`src/rtl/sdc_pkg.sv`:
```
package sdc_pkg;

  // Strobes the control half hands to the datapath half
  typedef struct packed {
    logic flipSigns;   // drive negated digits on the digit output
    logic allZero;     // digit string is the unique zero pattern
  } sdStrobes_t;

  // Field width of one digit for a supported radix
  function automatic int digitWidth(input int radix);
    return (radix == 4) ? 3 : 2;
  endfunction

  // Binary weight bits one digit position spans
  function automatic int bitsPerDigit(input int radix);
    return (radix == 4) ? 2 : 1;
  endfunction

endpackage

```
`src/rtl/sdc_control.sv`:
```
module sdc_control
  import sdc_pkg::*;
#(
  parameter int RADIX = 4,
  parameter int NDIG  = 8
) (
  input  logic [NDIG*digitWidth(RADIX)-1:0] digitsIn,
  input  logic                              negateEn,
  output sdStrobes_t                        strobes,
  output logic                              isNeg,
  output logic                              isZero,
  output logic                              digitErr
);

  localparam int DW = digitWidth(RADIX);
  localparam logic [DW-1:0] BAD_CODE = {1'b1, {(DW-1){1'b0}}};

  logic [NDIG-1:0] digNonZero;
  logic [NDIG-1:0] digNeg;
  logic [NDIG-1:0] digBad;

  // Per-digit pattern flags, no arithmetic across digits
  for (genvar i = 0; i < NDIG; i++) begin : g_dig
    logic [DW-1:0] field;
    assign field         = digitsIn[i*DW +: DW];
    assign digNonZero[i] = |field;
    assign digNeg[i]     = field[DW-1];
    assign digBad[i]     = (field == BAD_CODE);
  end

  // Priority scan: higher digits overwrite lower ones, so the most
  // significant non-zero digit decides the sign
  logic signAcc;
  always_comb begin
    signAcc = 1'b0;
    for (int i = 0; i < NDIG; i++) begin
      if (digNonZero[i]) signAcc = digNeg[i];
    end
  end

  assign isNeg    = signAcc;
  assign isZero   = ~|digNonZero;
  assign digitErr = |digBad;

  assign strobes.flipSigns = negateEn;
  assign strobes.allZero   = ~|digNonZero;

  always_comb begin

    neg_not_zero_chk: assert (!(isNeg && isZero));
  end

endmodule

```
`src/rtl/sdc_datapath.sv`:
```
module sdc_datapath
  import sdc_pkg::*;
#(
  parameter int RADIX = 4,
  parameter int NDIG  = 8
) (
  input  logic [NDIG*digitWidth(RADIX)-1:0]     digitsIn,
  input  sdStrobes_t                            strobes,
  output logic [NDIG*bitsPerDigit(RADIX):0]     binOut,
  output logic [NDIG*digitWidth(RADIX)-1:0]     digitsOut
);

  localparam int DW   = digitWidth(RADIX);
  localparam int BW   = bitsPerDigit(RADIX);
  localparam int VW   = NDIG * BW;
  localparam int OUTW = VW + 1;

  logic [VW-1:0] posVec;
  logic [VW-1:0] negVec;

  for (genvar i = 0; i < NDIG; i++) begin : g_dig
    logic [DW-1:0] field;
    logic [DW-1:0] flipped;
    assign field   = digitsIn[i*DW +: DW];
    assign flipped = -field;
    // positive digits go to one vector, magnitudes of negative ones to the other
    assign posVec[i*BW +: BW] = field[DW-1] ? '0 : field[BW-1:0];
    assign negVec[i*BW +: BW] = field[DW-1] ? flipped[BW-1:0] : '0;
    // negation is a per-digit sign flip, no carry between digits
    assign digitsOut[i*DW +: DW] = strobes.flipSigns ? flipped : field;
  end

  // The single carry-propagating operation of the block
  logic [OUTW-1:0] diff;
  assign diff   = {1'b0, posVec} - {1'b0, negVec};
  assign binOut = diff;

  always_comb begin

    zero_value_chk: assert (!strobes.allZero || (binOut == '0));
  end

endmodule

```
`src/rtl/sd_to_binary.sv`:
```
module sd_to_binary
  import sdc_pkg::*;
#(
  parameter int RADIX = 4,
  parameter int NDIG  = 8
) (
  input  logic [NDIG*digitWidth(RADIX)-1:0] digitsIn,
  input  logic                              negateEn,
  output logic [NDIG*bitsPerDigit(RADIX):0] binOut,
  output logic                              isNeg,
  output logic                              isZero,
  output logic                              digitErr,
  output logic [NDIG*digitWidth(RADIX)-1:0] digitsOut
);

  localparam int OUTW = NDIG * bitsPerDigit(RADIX) + 1;

  sdStrobes_t strobes;

  sdc_control #(.RADIX(RADIX), .NDIG(NDIG)) ctrl_i (
    .digitsIn (digitsIn),
    .negateEn (negateEn),
    .strobes  (strobes),
    .isNeg    (isNeg),
    .isZero   (isZero),
    .digitErr (digitErr)
  );

  sdc_datapath #(.RADIX(RADIX), .NDIG(NDIG)) dp_i (
    .digitsIn  (digitsIn),
    .strobes   (strobes),
    .binOut    (binOut),
    .digitsOut (digitsOut)
  );

  always_comb begin

    sign_match_chk: assert (digitErr || (isNeg == binOut[OUTW-1]));

    nonzero_value_chk: assert (digitErr || isZero || (binOut != '0));
  end

endmodule

```
`config.mk`:
```
export PLATFORM = sky130hd
export DESIGN_NAME = sd_to_binary
export DESIGN_NICKNAME = d
export VERILOG_FILES = /design/src/rtl/sdc_pkg.sv /design/src/rtl/sdc_control.sv /design/src/rtl/sdc_datapath.sv /design/src/rtl/sd_to_binary.sv
export SDC_FILE = /design/constraint.sdc
export NUM_CORES = 1
export LEC_CHECK = 0
export BUFFER_PORTS_ARGS = -buffer_cell sky130_fd_sc_hd__buf_2
export CAP_MARGIN = 20
export CORE_MARGIN = 3
export CORE_UTILIZATION = 50
export DETAILED_ROUTE_END_ITERATION = 10
export GPL_TIMING_DRIVEN = 0
export PLACE_DENSITY = 0.88
export SLEW_MARGIN = 20
export SYNTH_ARGS = -nofsm -noshare
export SYNTH_HDL_FRONTEND = slang
export SYNTH_SLANG_ARGS = --single-unit
```
`constraint.sdc`:
```
create_clock -name vclk -period 5.5
set_clock_uncertainty 0.2 [all_clocks]
set_input_delay 1.1 -clock vclk [all_inputs]
set_output_delay 1.1 -clock vclk [all_outputs]
set_load 0.01 [all_outputs]
```
## After elaboration in Yosys (flattened, before gate mapping)

Cells that the tools add are included.

| storage, ports and cells | value |
|---|---|
| input bits | 25 |
| output and inout bits | 44 |
| bits in registers | 0 |

| cells by class | value |
|---|---|
| reduce and logical (&&, ||, !) cells | 11 |
| equal/unequal tests | 8 |
| add/subtract/negate cells | 9 |
| multiplexer cells | 32 |

Operator list:

| kind | count |
|---|---|
| $mux W2 | 16 |
| $eq A3 B3 Y1 const B | 8 |
| $mux W3 | 8 |
| $neg A3 Y3 | 8 |
| $reduce_or A24 Y1 | 1 |
| $reduce_or A3 Y1 | 8 |
| $sub A16 B16 Y17 | 1 |
| $mux W1 | 8 |
| $reduce_or A8 Y1 | 1 |
| $logic_not A1 Y1 | 1 |

## Logic depth before layout (Yosys ltp)

| depth | value |
|---|---|
| depth in word-level cells | 9 |
| mapped depth | 9 |
| depth with buffers taken out | 9 |

## By module

A second synthesis with hierarchy kept.

| second synthesis, totals | value |
|---|---|
| cell total of the unflattened synthesis | 203 |
| area, all modules | 1348.8 µm² |

By module, submodules not included:

| module | cells an instance | instances | area each (µm²) |
|---|---|---|---|
| sdc_datapath | 174 | 1 | 1162.4 |
| sdc_control | 29 | 1 | 186.4 |

## Worst setup path before layout

OpenSTA, ideal clock, no wires.

| timing | value |
|---|---|
| path type | input port to output port |
| start point | in digitsIn[3] |
| end point | out binOut[13] |
| setup slack | 1.467 ns |
| required time | 4.200 ns |
| data arrival time | 2.733 ns |
| path buffers | 0 |
| stages on the path | 8 |
| path through | inv_1 > ha_1 > o21ai_1 > a221oi_4 > o21bai_2 > a41o_1 > a21boi_0 > or3_1 |

| between the ends | value |
|---|---|
| cells in the longest elaborated chain, start to end | 3 |
| elaborated cells on any way between the ends | 4 |
| classes of those cells | add/sub: 2; mux: 2 |

RTL lines:

| item | RTL line | source |
|---|---|---|
| start: declaration | sd_to_binary.sv:7 | `input logic [NDIG*digitWidth(RADIX)-1:0] digitsIn,` |
| $neg A3 Y3 | sdc_datapath.sv:25 | `assign flipped = -field;` |
| $mux W2 | sdc_datapath.sv:28 | `assign negVec[i*BW +: BW] = field[DW-1] ? flipped[BW-1:0] : '0;` |
| $sub A16 B16 Y17 * | sdc_datapath.sv:35 | `assign diff = {1'b0, posVec} - {1'b0, negVec};` |
| end: declaration | sd_to_binary.sv:9 | `output logic [NDIG*bitsPerDigit(RADIX):0] binOut,` |

Mark *: on every way between the ends. The rest lies on a longest branch, timed or not.

## Final worst setup path

Same ends and word-level chain as after synthesis.

==> impl_results.md <==
- Overflow after GRT: 0
- WP data arrival: between 3 and 4 ns
- Cell row count: 18
- Num sequential: 0
- Hpwl dp: 3440 um
- Nets: 346
- Largest net degree at the start of global routing: 11
- Synth Net Count: 276
- CP delay by family, top: compound AO/OA/AOI/OAI gates
- Worst slew pin tran: ~0.48 ns
- Syn avg cell area: 6.43 um2
- Critical path class: in -> out
- Synth top cells by count: 37 x nand2_1, 25 x ha_1, 23 x inv_1, 20 x o21ai_0, 17 x nor2_1
- Adder-cell share of the synthesized area: 21.5%
- Wire per inst: 12.7 um
- Residual DRC: 0
- Gate Count Post-Synth: 226
- Yosys top cell area share: 21.5%
- Library cell with the largest summed area after synthesis: ha_1
- Worst path most repeated cell: buf_2
- Die width: 59.9 um
- CP max stage cell: ha_1
- Fmax achieved: 225 MHz
- P_leak: 0.000989 uW
- Core Box Area: 2610 um2
- Status: completed
- Final setup fails: 0
- WP buf/inv: 3
- Simple-gate share of the synthesized area: 25.0%
- Starting DRC count in detailed routing: 96
- Synth warnings: 0
- GRT busiest layer: met2
- Worst min path class: in -> out
- Max Slew Vio Count: 0
- Non-filler cells, final: 324
- Compound-Gate Fraction of Synth Area: 29.3%
- Post-CTS resize count: 0
- Setup TNS: 0 ns
- Power density cells: 104 nW/um2
- Final Util: 70.1%
- Post-CTS Setup Bufs: 0
- Layout cell share with drive strength beyond 1: 29.3%
- Met3 Usage GRT: 0.216%
- Distinct cells, synth: 46
- Maximum vdd ir drop: ~83 uV
- Hold_ws: 2.18 ns
- Area Overhead vs Synth: 26.0%
- Hold Path Depth: 2
- Mux contribution to synthesized area: 3.79%
- N_diodes: 0
- CP Capture Type: output port
- Sequential area share after synthesis: 0%
- Combinational family with the most area after synthesis: compound AO/OA/AOI/OAI gates
- Antenna violations before repair: 0
- Count leader, synth: nand2_1
- Critical Path Fanout Max: 5
- Via density per instance: 5.51
- GR met1 Demand/Resource: 32.3%
- CTS Hold Bufs: 0
- Final period utilization: 80.9%
- DRT Pass-1 Iters: 4
- Die Height: roughly 60 um
- Final antenna-violating net count: 0
- Area contributors post-synth: ha_1 22%, nand2_1 9.6%, o21ai_0 6.9%, xnor2_1 6.6%, inv_1 5.9%
- Crit path time final: 4.45 ns
- Final count of hold timing violations: 0
- GR met2 Demand/Resource: about 38%
- Worst min-delay path startpoint: digitsIn[21]
- Die ar.: 3590 um2
- Worst Hold Endpoint: digitsOut[21]
- XOR/XNOR share of the synthesized area: roughly 7.8%
- RSZ-0062 raised after global routing: false
- Cell Area, Synth: 1450 um2
- Maxcap violations: 0
- FF+latch area: 0 um2
- Io pins: 69
- CP cell instances: buf_2 > inv_1 > ha_1 > o21ai_1 > a221oi_4 > o21bai_2 > a41o_1 > o32ai_1 > or3_1 > buf_2
- Slew headroom: between 60% and 70%
- Worst path max stage delay: 0.35 ns
- DR vias: approximately 1,800
- Number of global-route vias before repair: 1,484
- Gpl congestion: 0.900
- IO Port Bufs: 68
- GRT Overall Usage: 21.9%
- WL final: 4120 um
- Worst Path Required: 4.20 ns
- Starting density of the core: between 50% and 60%
- First-pass GRT wire length: 6370 um
- Element type at the critical path start: primary input
- Placed insts: about 320
- Number of clock buffers in the layout: 0
-- report_power, final --
part           internal, uW  switching (uW)  total [uW]
Combinational          81.8             109         191
Sequential                0               0           0
Clock                     0               0           0
Total                  81.8             109         191
-- how the worst max path moves through the flow --
stage / start / to / slack [ns] / depth (start not counted)
detailed placement: digitsIn[3] / binOut[13] / 1.07 / 10
CTS: digitsIn[3] / binOut[13] / 1.06 / 10
global route: digitsIn[6] / binOut[13] / 0.83 / 10
global placement: digitsIn[3] / binOut[13] / 1.07 / 10
floorplan: digitsIn[3] / binOut[13] / 1.47 / 8
finish: digitsIn[3] / binOut[13] / 1.05 / 10
-- cell usage in the layout, fill, tap and decap left out, types with 2 or more instances in the layout --
| cell type | count |
|---|---|
| nor4_1 | 3 |
| o211ai_1 | 4 |
| inv_2 | 3 |
| mux4_2 | 2 |
| nand4_1 | 3 |
| or3b_1 | 2 |
| a31oi_1 | 2 |
| o21ai_1 | 7 |
| nand2_1 | 37 |
| o2111ai_1 | 2 |
| nor3_1 | 3 |
| a21oi_1 | 14 |
| nand2b_1 | 3 |
| nand3_1 | 4 |
| nor2_1 | 17 |
| buf_4 | 9 |
| clkbuf_1 | 5 |
| inv_1 | 23 |
| o21ai_0 | 20 |
| a211oi_1 | 2 |
| xnor2_1 | 11 |
| ha_1 | 25 |
| xor2_1 | 2 |
| buf_2 | 68 |
-- cells by family (layout without fill, tap and decap cells) --
logic type               after synthesis  in the layout
buffers and inverters                 40            108
AND/OR/NAND/NOR                       79             79
adder cells (fa/ha/maj)               25             25
AO/OA/AOI/OAI                         66             66
XOR/XNOR                              13             13
multiplexers                           3              3
-- metal layers --
metal  up-vias  part of all wire, %
li1        928                    -
met3         2                  9.7
met2        76                   45
met1       779                   45
met5         -                    0
met4         0                0.097
-- stage by stage --
step | area, um2 | setup WS [ns] | total power [uW]
4_1_cts | 1830 | 1.06 | 191
3_5_place_dp | 1830 | 1.07 | 190
6_report | 1830 | 1.05 | 191
5_1_grt | 1830 | 0.830 | 212
2_1_floorplan | 1450 | 1.47 | 122
3_3_place_gp | 1830 | 1.07 | 188
-- cell type report --
cell class	instances	area, um2
Multi-Input combinational cell	186	1270
Fill cell	246	781
Timing Repair Buffer	68	340
Inverter	26	97.6
Buffer	14	86.3
Tap cell	30	37.5
(Power assumes the default switching activity.)
